===== src/rtl/irqf_pkg.sv =====
package irqf_pkg;

    localparam int NSRC_DEF  = 6;
    localparam int DW_DEF    = 8;
    localparam int SYNC_DEF  = 2;

    typedef enum logic {
        REG_STAT = 1'b0,
        REG_LVL  = 1'b1
    } reg_sel_e;

    typedef struct packed {
        logic               wr;
        logic               rd;
        reg_sel_e           sel;
        logic [DW_DEF-1:0]  data;
    } bus_req_t;

    // Edge decision for one pin: any change when both edges are allowed,
    // otherwise the new level must match the selected direction.
    function automatic logic edge_hit(input logic cur, input logic prev,
                                      input logic rise, input logic both);
        if (cur == prev) return 1'b0;
        if (both)        return 1'b1;
        return (cur == rise);
    endfunction

endpackage


===== src/rtl/irqf_edge.sv =====
module irqf_edge
    import irqf_pkg::*;
#(
    parameter int              NSRC      = NSRC_DEF,
    parameter int              SYNC      = SYNC_DEF,
    parameter logic [NSRC-1:0] BOTH_MASK = 1
) (
    input  logic            clk,
    input  logic            rst,
    input  logic [NSRC-1:0] pin,
    input  logic [NSRC-1:0] rise_sel,
    input  logic            both_sel,
    output logic [NSRC-1:0] edge_evt
);

    for (genvar i = 0; i < NSRC; i++) begin : g_pin
        logic [SYNC-1:0] stg;
        logic            prev;

        always_ff @(posedge clk) begin
            if (rst) begin
                stg  <= '0;
                prev <= 1'b0;
            end else begin
                stg  <= {stg[SYNC-2:0], pin[i]};
                prev <= stg[SYNC-1];
            end
        end

        if (BOTH_MASK[i]) begin : g_both
            assign edge_evt[i] = edge_hit(stg[SYNC-1], prev, rise_sel[i], both_sel);
        end else begin : g_single
            assign edge_evt[i] = edge_hit(stg[SYNC-1], prev, rise_sel[i], 1'b0);


            single_dir_chk: assert property (@(posedge clk) disable iff (rst)
                edge_evt[i] |-> (stg[SYNC-1] == rise_sel[i]));
        end
    end

endmodule


===== src/rtl/irqf_flags.sv =====
module irqf_flags
    import irqf_pkg::*;
#(
    parameter int NSRC = NSRC_DEF
) (
    input  logic            clk,
    input  logic            rst,
    input  logic [NSRC-1:0] edge_evt,
    input  logic [NSRC-1:0] ack,
    input  logic            stat_rd,
    input  logic            stat_wr,
    input  logic [NSRC-1:0] wdata,
    output logic [NSRC-1:0] flags
);

    logic [NSRC-1:0] armed;
    logic [NSRC-1:0] sw_clr;
    logic [NSRC-1:0] clr;
    logic [NSRC-1:0] flags_n;
    logic [NSRC-1:0] armed_n;

    always_comb begin
        sw_clr  = stat_wr ? (armed & ~wdata) : '0;
        clr     = sw_clr | ack;
        flags_n = (flags & ~clr) | edge_evt;
        if (stat_wr)      armed_n = '0;
        else if (stat_rd) armed_n = armed | flags;
        else              armed_n = armed;
    end

    always_ff @(posedge clk) begin
        if (rst) begin
            flags <= '0;
            armed <= '0;
        end else begin
            flags <= flags_n;
            armed <= armed_n;
        end
    end


    wr_one_keeps_chk: assert property (@(posedge clk) disable iff (rst)
        stat_wr |=> ((flags & $past(flags) & $past(wdata)) == ($past(flags) & $past(wdata))));


    clear_needs_cause_chk: assert property (@(posedge clk) disable iff (rst)
        1'b1 |=> ((($past(flags) & ~flags) &
                   ~($past(ack) | ($past(armed) & ~$past(wdata) & {NSRC{$past(stat_wr)}}))) == '0));


    arm_drop_chk: assert property (@(posedge clk) disable iff (rst)
        stat_wr |=> (armed == '0));


    edge_wins_chk: assert property (@(posedge clk) disable iff (rst)
        (|edge_evt) |=> ((flags & $past(edge_evt)) == $past(edge_evt)));

endmodule


===== src/rtl/irqf_bus.sv =====
module irqf_bus
    import irqf_pkg::*;
#(
    parameter int NSRC = NSRC_DEF,
    parameter int DW   = DW_DEF
) (
    input  logic            clk,
    input  logic            rst,
    input  bus_req_t        req,
    input  logic [NSRC-1:0] flags,
    output logic            stat_rd,
    output logic            stat_wr,
    output logic [NSRC-1:0] wdata_lo,
    output logic [DW-1:0]   level,
    output logic [DW-1:0]   rdata
);

    localparam int PAD = DW - NSRC;

    logic [DW-1:0] rd_val;

    assign stat_rd  = req.rd && (req.sel == REG_STAT);
    assign stat_wr  = req.wr && (req.sel == REG_STAT);
    assign wdata_lo = req.data[NSRC-1:0];

    always_comb begin
        if (req.sel == REG_STAT) rd_val = {{PAD{1'b0}}, flags};
        else                     rd_val = level;
    end

    always_ff @(posedge clk) begin
        if (rst) begin
            level <= '0;
            rdata <= '0;
        end else begin
            if (req.wr && (req.sel == REG_LVL)) level <= req.data;
            if (req.rd)                         rdata <= rd_val;
        end
    end


    stat_pad_chk: assert property (@(posedge clk) disable iff (rst)
        stat_rd |=> (rdata[DW-1:NSRC] == '0));

endmodule


===== src/rtl/irqf_ctrl.sv =====
module irqf_ctrl
    import irqf_pkg::*;
#(
    parameter int              NSRC      = NSRC_DEF,
    parameter int              SYNC      = SYNC_DEF,
    parameter logic [NSRC-1:0] BOTH_MASK = 1
) (
    input  logic            clk,
    input  logic            rst,
    input  logic [NSRC-1:0] irq_pin,
    input  logic [NSRC-1:0] edge_rise,
    input  logic            pin0_both,
    input  logic [NSRC-1:0] irq_ack,
    input  logic [NSRC-1:0] src_en,
    input  logic            bus_addr,
    input  logic            bus_wr,
    input  logic            bus_rd,
    input  logic [7:0]      bus_wdata,
    output logic [7:0]      bus_rdata,
    output logic [NSRC-1:0] irq_flags,
    output logic            irq_req,
    output logic            irq_req_pri
);

    bus_req_t        req;
    logic [NSRC-1:0] edge_evt;
    logic            stat_rd;
    logic            stat_wr;
    logic [NSRC-1:0] wdata_lo;
    logic [7:0]      level;
    logic [NSRC-1:0] live;

    assign req.wr   = bus_wr;
    assign req.rd   = bus_rd;
    assign req.sel  = reg_sel_e'(bus_addr);
    assign req.data = bus_wdata;

    irqf_edge #(.NSRC(NSRC), .SYNC(SYNC), .BOTH_MASK(BOTH_MASK)) u_edge (
        .clk(clk), .rst(rst), .pin(irq_pin), .rise_sel(edge_rise),
        .both_sel(pin0_both), .edge_evt(edge_evt)
    );

    irqf_flags #(.NSRC(NSRC)) u_flags (
        .clk(clk), .rst(rst), .edge_evt(edge_evt), .ack(irq_ack),
        .stat_rd(stat_rd), .stat_wr(stat_wr), .wdata(wdata_lo), .flags(irq_flags)
    );

    irqf_bus #(.NSRC(NSRC), .DW(8)) u_bus (
        .clk(clk), .rst(rst), .req(req), .flags(irq_flags),
        .stat_rd(stat_rd), .stat_wr(stat_wr), .wdata_lo(wdata_lo),
        .level(level), .rdata(bus_rdata)
    );

    assign live        = irq_flags & src_en;
    assign irq_req     = |live;
    assign irq_req_pri = |(live & level[NSRC-1:0]);


    pri_implies_req_chk: assert property (@(posedge clk) disable iff (rst)
        irq_req_pri |-> irq_req);

endmodule


===== config.mk =====
export PLATFORM = sky130hd
export DESIGN_NAME = irqf_ctrl
export DESIGN_NICKNAME = d
export VERILOG_FILES = /design/src/rtl/irqf_pkg.sv /design/src/rtl/irqf_edge.sv /design/src/rtl/irqf_flags.sv /design/src/rtl/irqf_bus.sv /design/src/rtl/irqf_ctrl.sv
export SDC_FILE = /design/constraint.sdc
export NUM_CORES = 1
export LEC_CHECK = 0
export ABC_AREA = 1
export ABC_CLOCK_PERIOD_IN_PS = 800
export BUFFER_PORTS_ARGS = -buffer_cell sky130_fd_sc_hd__buf_2
export CELL_PAD_IN_SITES_DETAIL_PLACEMENT = 1
export CELL_PAD_IN_SITES_GLOBAL_PLACEMENT = 2
export CORE_MARGIN = 2
export CORE_UTILIZATION = 26
export CTS_CLUSTER_DIAMETER = 200
export CTS_CLUSTER_SIZE = 40
export DETAILED_ROUTE_END_ITERATION = 6
export GPL_TIMING_DRIVEN = 0
export PLACE_DENSITY_LB_ADDON = 0.1
export SLEW_MARGIN = 20
export SYNTH_ARGS = -nofsm -noshare
export SYNTH_HDL_FRONTEND = slang
export SYNTH_SLANG_ARGS = --single-unit
export TNS_END_PERCENT = 10

===== constraint.sdc =====
create_clock -name clk -period 0.8 [get_ports clk]
set_input_delay 0.04 -clock clk [delete_from_list [all_inputs] [get_ports clk]]
set_output_delay 0.04 -clock clk [all_outputs]
set_load 0.05 [all_outputs]

==> flow_summary_export.csv, run 1 <==
group,metric,value,unit
drt,postRouteAntennaNets,0,
sta,tightest_slew,0.6982,ns
drt,dr_total_vias,1861,
sta,layout_setup_ws,-0.4626,ns
power,p_int,3.603,mW
synth,synth_xor_area_frac,0,
worst_setup_path,arrival,1.22,ns
floorplan,core,6869,um2
sta,setup_tns,-1.951,ns
power,p_clk_frac,0.352,
worst_setup_path,crit_path_start,"u_flags.flags[0]",
synth,ys_ff_latch,46,
worst_setup_path,crit_chain,"nand2_2, inv_2, nor3_4, nand3_4, buf_8",
synth,synth_compound_area_frac,0.06137,
layout,antennaDiodeCount,0,
power,power_density,1739,nW/um2
layout,final_cell_mix,"nand2_1 (75), nor2_1 (58), inv_1 (50), buf_2 (40), dfxtp_1 (27)",
layout,layout-drive-gt1-share,0.2928,
sta,finalMaxSlewViolations,0,
sta,fmax,0.7920,GHz
global_routing,grt_max_degree,14,
synth,synthSimpleGateAreaFrac,0.3249,
power,power.share.sequential,0.505,
power,switching_share,0.2523,
power,p_comb_frac,0.142,
synth,syn_avg_cell_area,6.558,um2
synth,yosysWarnings,0,
placement,gp_congestion,0.7205,
power,p_switching,1.216,mW
placement,dpl_worst_slack,-0.3135,ns
floorplan,start_util,0.2730,
power,vdd_drop_max,0.6452,mV
placement,place_area,2301,um2
sta,skew,0.005563,ns
floorplan,io_pins,54,
cts,clock_sinks,46,
synth,synth_area,1876,um2
global_routing,grt_pass1_wl,8.390,mm
cts,cts_tree,"done",
cts,clk_pin_slew,0.09,ns
layout,fin_area,2771,um2
drt,drt-initial-drc-count,32,
synth,synth_adder_area_share,0,
layout,area.growth.synth_to_final,47.77,%
drt,wl_per_cell,11.39,um
synth,syn_inst,286,
layout,multi_input_area,795.8,um2
worst_setup_path,worstPathMaxFanout,4,
drt,wl,5.218,mm
layout,nets,399,
synth,yosysSeqAreaShare,0.4910,
drt,vias_per_cell,4.063,
layout,stdcell_count,458,
layout,final_util,0.4035,
layout,seqCellArea,957.2,um2
cts,cts_buffers,5,
placement,dp_cells,434,
drt,drc_errors,0,
cts,clk_latency,0.29,ns
sta,hold_viol_final,0,
drt,firstDrtPassIters,4,
outcome,violations,"negative setup slack",
placement,io_buffers,52,
global_routing,overflow,0,
synth,synth_fp_nets,324,
worst_setup_path,reg2reg_from,"u_flags.flags[3]",
worst_setup_path,worst-path-buf-inv,2,
synth,synth.area.mux_share,0,
worst_setup_path,cp_data_required_time,0.76,ns
worst_setup_path,worst_setup_path_end_kind,"output pin",
cts,cts.path.max_buffers,2,
floorplan,die_x,88.94,um
worst_setup_path,crit_type,"reg -> out",
sta,rsz0062_at_grt,"yes",
global_routing,antenna_found_initial,0,
sta,maxSlewHeadroom,0.5314,
power,leakage,1.375,nW
placement,dp_hpwl,3.735,mm
min_path,worstHoldStart,"bus_wdata[6]",
flow_run,maxCapViolCount,0,
sta,finalSetupViolCount,20,
floorplan,row_count,30,
worst_setup_path,slowest_stage,"dfxtp_4",
global_routing,first_global_vias,1815,
outcome,status,"complete, but fails checks",
worst_setup_path,critPathTopFamily,"flip-flops",
synth,synth_top_family_by_area,"simple AND/OR/NAND/NOR gates",
cts,h-tree-depth,2,
cts,clock-root-buffer,"clkbuf_8",
layout,final_common_cell,"nand2_1",
layout,fillers,883,
floorplan,fp.dieH,88.94,um
min_path,holdCritPathClass,"in -> reg",
floorplan,die-area,7909,um2
sta,fin_crit,1.263,ns
worst_setup_path,start_kind,"flip-flop",
worst_setup_path,cpPeakStageDelay,0.37,ns
sta,period_share,1.578,
synth,ys_types,12,
global_routing,track_usage,0.1416,
## per-layer routing
metal	wire, um	up-vias	track usage
met5	0	-	0
met4	40	0	0.02985
met3	269	5	0.03878
met2	2480	37	0.2469
met1	2427	829	0.1758
li1	-	990	-
## what timing repair did
item,CTS,global route
hold endpoints to repair,13,0
hold buffers,13,0
buffers inserted,3,0
resized for setup,57,18
pin swaps,3,6
cloned,0,0
setup endpoints to repair,21,28
## state kept, by name, summed over array words and instances, names as in the netlist
register,count
u_edge.g_pin.stg,12
u_bus.level,8
u_bus.rdata,8
u_edge.g_pin.prev,6
u_flags.armed,6
u_flags.flags,6
## final timing paths
kind                       endpoint  slack, ns  depth (start not counted)
max reg2reg        u_flags.flags[3]      -0.05                          5
max                         irq_req      -0.46                          5
min reg2reg  u_edge.g_pin[4].stg[1]       0.40                          2
min                  u_bus.level[6]       0.02                          3
## kinds of logic after synthesis
kind of cell | Yosys count
AO/OA/AOI/OAI | 23
buffers and inverters | 60
flip-flops | 46
AND/OR/NAND/NOR | 157
## metrics by stage
stage / power [mW] / hold WS (ns)
final: 4.819 / 0.01616
after CTS: 4.885 / 0.0004634
after global routing: 5.088 / 0.01501
after detailed placement: 3.049 / 0.2480
after floorplan: 2.820 / 0.1470
after global placement: 3.041 / 0.2387
## worst reg2reg max path: stages, from the launching register on
cell	delay, ns
dfxtp_4	0.36
buf_4	0.13
inv_1	0.04
nor2_1	0.09
nand2_1	0.06
a21oi_1	0.10
## Yosys cell counts
| cell type | instances | area, um2 |
|---|---|---|
| a21oi_1 | 14 | 70.07 |
| inv_2 | 4 | 15.01 |
| o21ai_1 | 2 | 10.01 |
| inv_1 | 52 | 195.2 |
| buf_2 | 4 | 20.02 |
| nor2_1 | 60 | 225.2 |
| nand2_1 | 82 | 307.8 |
| nor3_1 | 1 | 5.000 |
| nor2_2 | 1 | 6.260 |
| dfxtp_1 | 46 | 920.9 |
| o21ai_0 | 7 | 35.03 |
| nand3_1 | 13 | 65.06 |
## power groups by stage
stage / logic [mW] / clock network, mW / registers (mW)
2_1_floorplan: 0.265 / 0 / 2.55
3_3_place_gp: 0.554 / 0 / 2.49
3_5_place_dp: 0.561 / 0 / 2.49
4_1_cts: 0.679 / 1.77 / 2.43
5_1_grt: 0.766 / 1.87 / 2.45
6_report: 0.686 / 1.70 / 2.43
## cell type report
| class | instances | area share |
|---|---|---|
| clock inverters | 1 | 0.01084 |
| flip-flops and latches | 46 | 0.3454 |
| repair buffers | 68 | 0.2027 |
| inverters | 56 | 0.07585 |
| clock buffers | 7 | 0.02754 |
| well taps | 96 | 0.04334 |
| plain buffers | 4 | 0.007223 |
| multi-input cells | 180 | 0.2871 |
(Power assumes the default switching activity.)
==> run 2: changes to the inputs <==
- CELL_PAD_IN_SITES_GLOBAL_PLACEMENT: 2 -> 1
- CORE_UTILIZATION: 26 -> 36
- CTS_BUF_LIST: unset -> sky130_fd_sc_hd__clkbuf_4
==> run 2 against run 1 <==
Net effect:
- the run still ends with negative setup slack left
- worst hold slack got worse by 0.0079 ns
- die area decreased by 27%
- first-iteration DRC count increased by 84%
- clock skew increased by 0.0098 ns
- register-to-register slack got worse by 0.08 ns
- core utilization increased by 16 points
- global-route usage increased by 4.5 points
- critical path depth unchanged
- wire length increased by 1.9%
- clock power decreased by 37%
- largest cell class unchanged
- highest routed layer unchanged
==> flow_summary_export.csv, run 2 (same netlist as run 1, synthesis figures left out) <==
group,metric,value,unit
outcome,status,"complete, but fails checks",
outcome,violations,"negative setup slack",
worst_setup_path,crit_chain,"nand2_1, inv_2, nor3_4, nand3_4, buf_8",
drt,vias_per_cell,4.381,
placement,dp_cells,408,
global_routing,first_global_vias,1963,
floorplan,core,5075,um2
cts,clock-root-buffer,"clkbuf_4",
worst_setup_path,rrSetupSlack,-0.13,ns
worst_setup_path,cp_data_required_time,0.76,ns
layout,reg.largest.list,"u_edge.g_pin.stg: 12 flops, u_bus.level: 8 flops, u_bus.rdata: 8 flops",
sta,finalMaxSlewViolations,0,
placement,gp_congestion,0.7559,
layout,largest_reg_flops,12,
worst_setup_path,start_kind,"flip-flop",
layout,final_cell_mix,"nand2_1 (74), nor2_1 (58), inv_1 (49), buf_2 (40), dfxtp_1 (27)",
sta,layout_setup_ws,-0.5316,ns
placement,io_buffers,52,
floorplan,start_util,0.3696,
global_routing,overflow,0,
cts,cts_tree,"done",
worst_setup_path,arrival,1.29,ns
drt,drc_errors,0,
sta,fin_crit,1.332,ns
power,power_density,1498,nW/um2
cts,clock_sinks,46,
worst_setup_path,cpPeakStageDelay,0.36,ns
drt,wl,5.317,mm
sta,fmax,0.7510,GHz
layout,area.growth.synth_to_final,51.17,%
worst_setup_path,crit_type,"reg -> out",
sta,finalSetupViolCount,22,
layout,layout-drive-gt1-share,0.3137,
power,vdd_drop_max,1.031,mV
cts,cts.path.max_buffers,2,
drt,drt-initial-drc-count,59,
drt,firstDrtPassIters,4,
layout,stdcell_count,443,
layout,nets,410,
drt,dr_total_vias,1941,
floorplan,die_x,76.18,um
drt,wl_per_cell,12.00,um
flow_run,maxCapViolCount,0,
placement,dp_hpwl,3.528,mm
power,leakage,1.447,nW
layout,regMostFlops,"u_edge.g_pin.stg",
worst_setup_path,worst_setup_path_end_kind,"output pin",
cts,clk_latency,0.36,ns
worst_setup_path,worstPathMaxFanout,2,
drt,postRouteAntennaNets,0,
layout,final_common_cell,"nand2_1",
sta,maxSlewHeadroom,0.5396,
floorplan,fp.dieH,76.18,um
cts,clk_pin_slew,0.14,ns
layout,antennaDiodeCount,0,
global_routing,antenna_found_initial,0,
global_routing,track_usage,0.1863,
power,power,4.247,mW
cts,h-tree-depth,2,
cts,cts_buffers,5,
floorplan,row_count,26,
floorplan,die-area,5803,um2
sta,period_share,1.664,
layout,seqCellArea,959.7,um2
floorplan,io_pins,54,
worst_setup_path,slowest_stage,"dfxtp_4",
sta,tightest_slew,0.6860,ns
layout,multi_input_area,834.6,um2
sta,hold_viol_final,0,
sta,skew,0.01540,ns
global_routing,grt_pass1_wl,8.583,mm
min_path,holdCritPathClass,"in -> reg",
sta,rsz0062_at_grt,"yes",
layout,fillers,651,
global_routing,grt_max_degree,15,
## run 2: cell count changes in the layout (fill, tap and decap cells not counted), sizes merged
| cell | delta |
|---|---|
| buf | +2 |
| bufinv | -1 |
| clkbuf | -2 |
| clkinv | +2 |
| dlygate4sd3 | +9 |
| inv | +1 |
## run 2: final cells by class
cell class,count,share of cell area
flip-flops and latches,46,0.3385
repair buffers,79,0.2365
clock buffers,5,0.01324
multi-input cells,180,0.2944
plain buffers,4,0.007061
inverters,56,0.07414
well taps,70,0.03089
clock inverters,3,0.005296
## run 2: metal layers
layer	vias up	GRT usage	wire length [um]
met5	-	0	0
li1	1013	-	-
met4	0	0.07091	48
met3	4	0.03199	181
met2	37	0.3536	2766
met1	887	0.2063	2321
## run 2: stage by stage
step | TNS [ns] | utilization | hold slack [ns] | worst slack [ns] | instance area (um2)
6_report | -3.700 | 0.5587 | 0.008242 | -0.5316 | 2835
5_1_grt | -5.000 | 0.5587 | 0.02187 | -0.6082 | 2835
4_1_cts | -3.702 | 0.5449 | 0.001422 | -0.5764 | 2765
3_5_place_dp | -4.242 | 0.4470 | 0.2485 | -0.2638 | 2268
3_3_place_gp | -4.046 | 0.4470 | 0.2375 | -0.2662 | 2268
2_1_floorplan | -1.483 | - | 0.1470 | -0.1662 | 1921
## run 2: timing repair
action,in CTS,in global routing
endpoints found under the hold margin,20,0
resized for setup,68,19
buffers inserted,4,1
setup endpoints to repair,22,29
pin swaps,5,5
hold buffers,22,0
## run 2: final timing paths
path / startpoint / to / depth (start not counted)
setup / recovery: u_flags.flags[0] / irq_req / 5
setup reg to reg: u_flags.flags[0] / u_flags.flags[0] / 6
hold reg to reg: u_edge.g_pin[2].stg[0] / u_edge.g_pin[2].stg[1] / 2
hold / removal: edge_rise[2] / u_flags.flags[2] / 5
## run 2: report_power, final
part           total (mW)  internal, mW  switching [mW]
Clock                1.07         0.331           0.739
Sequential           2.43          2.37          0.0616
Combinational       0.743         0.334           0.409
Total                4.25          3.04            1.21
## run 2: worst max-delay path: cells and delay by family, from the launching register on
family,cells,cell delay (ns)
and+or+nand+nor,3,0.37
buffers and inverters,2,0.21
DFF,1,0.36
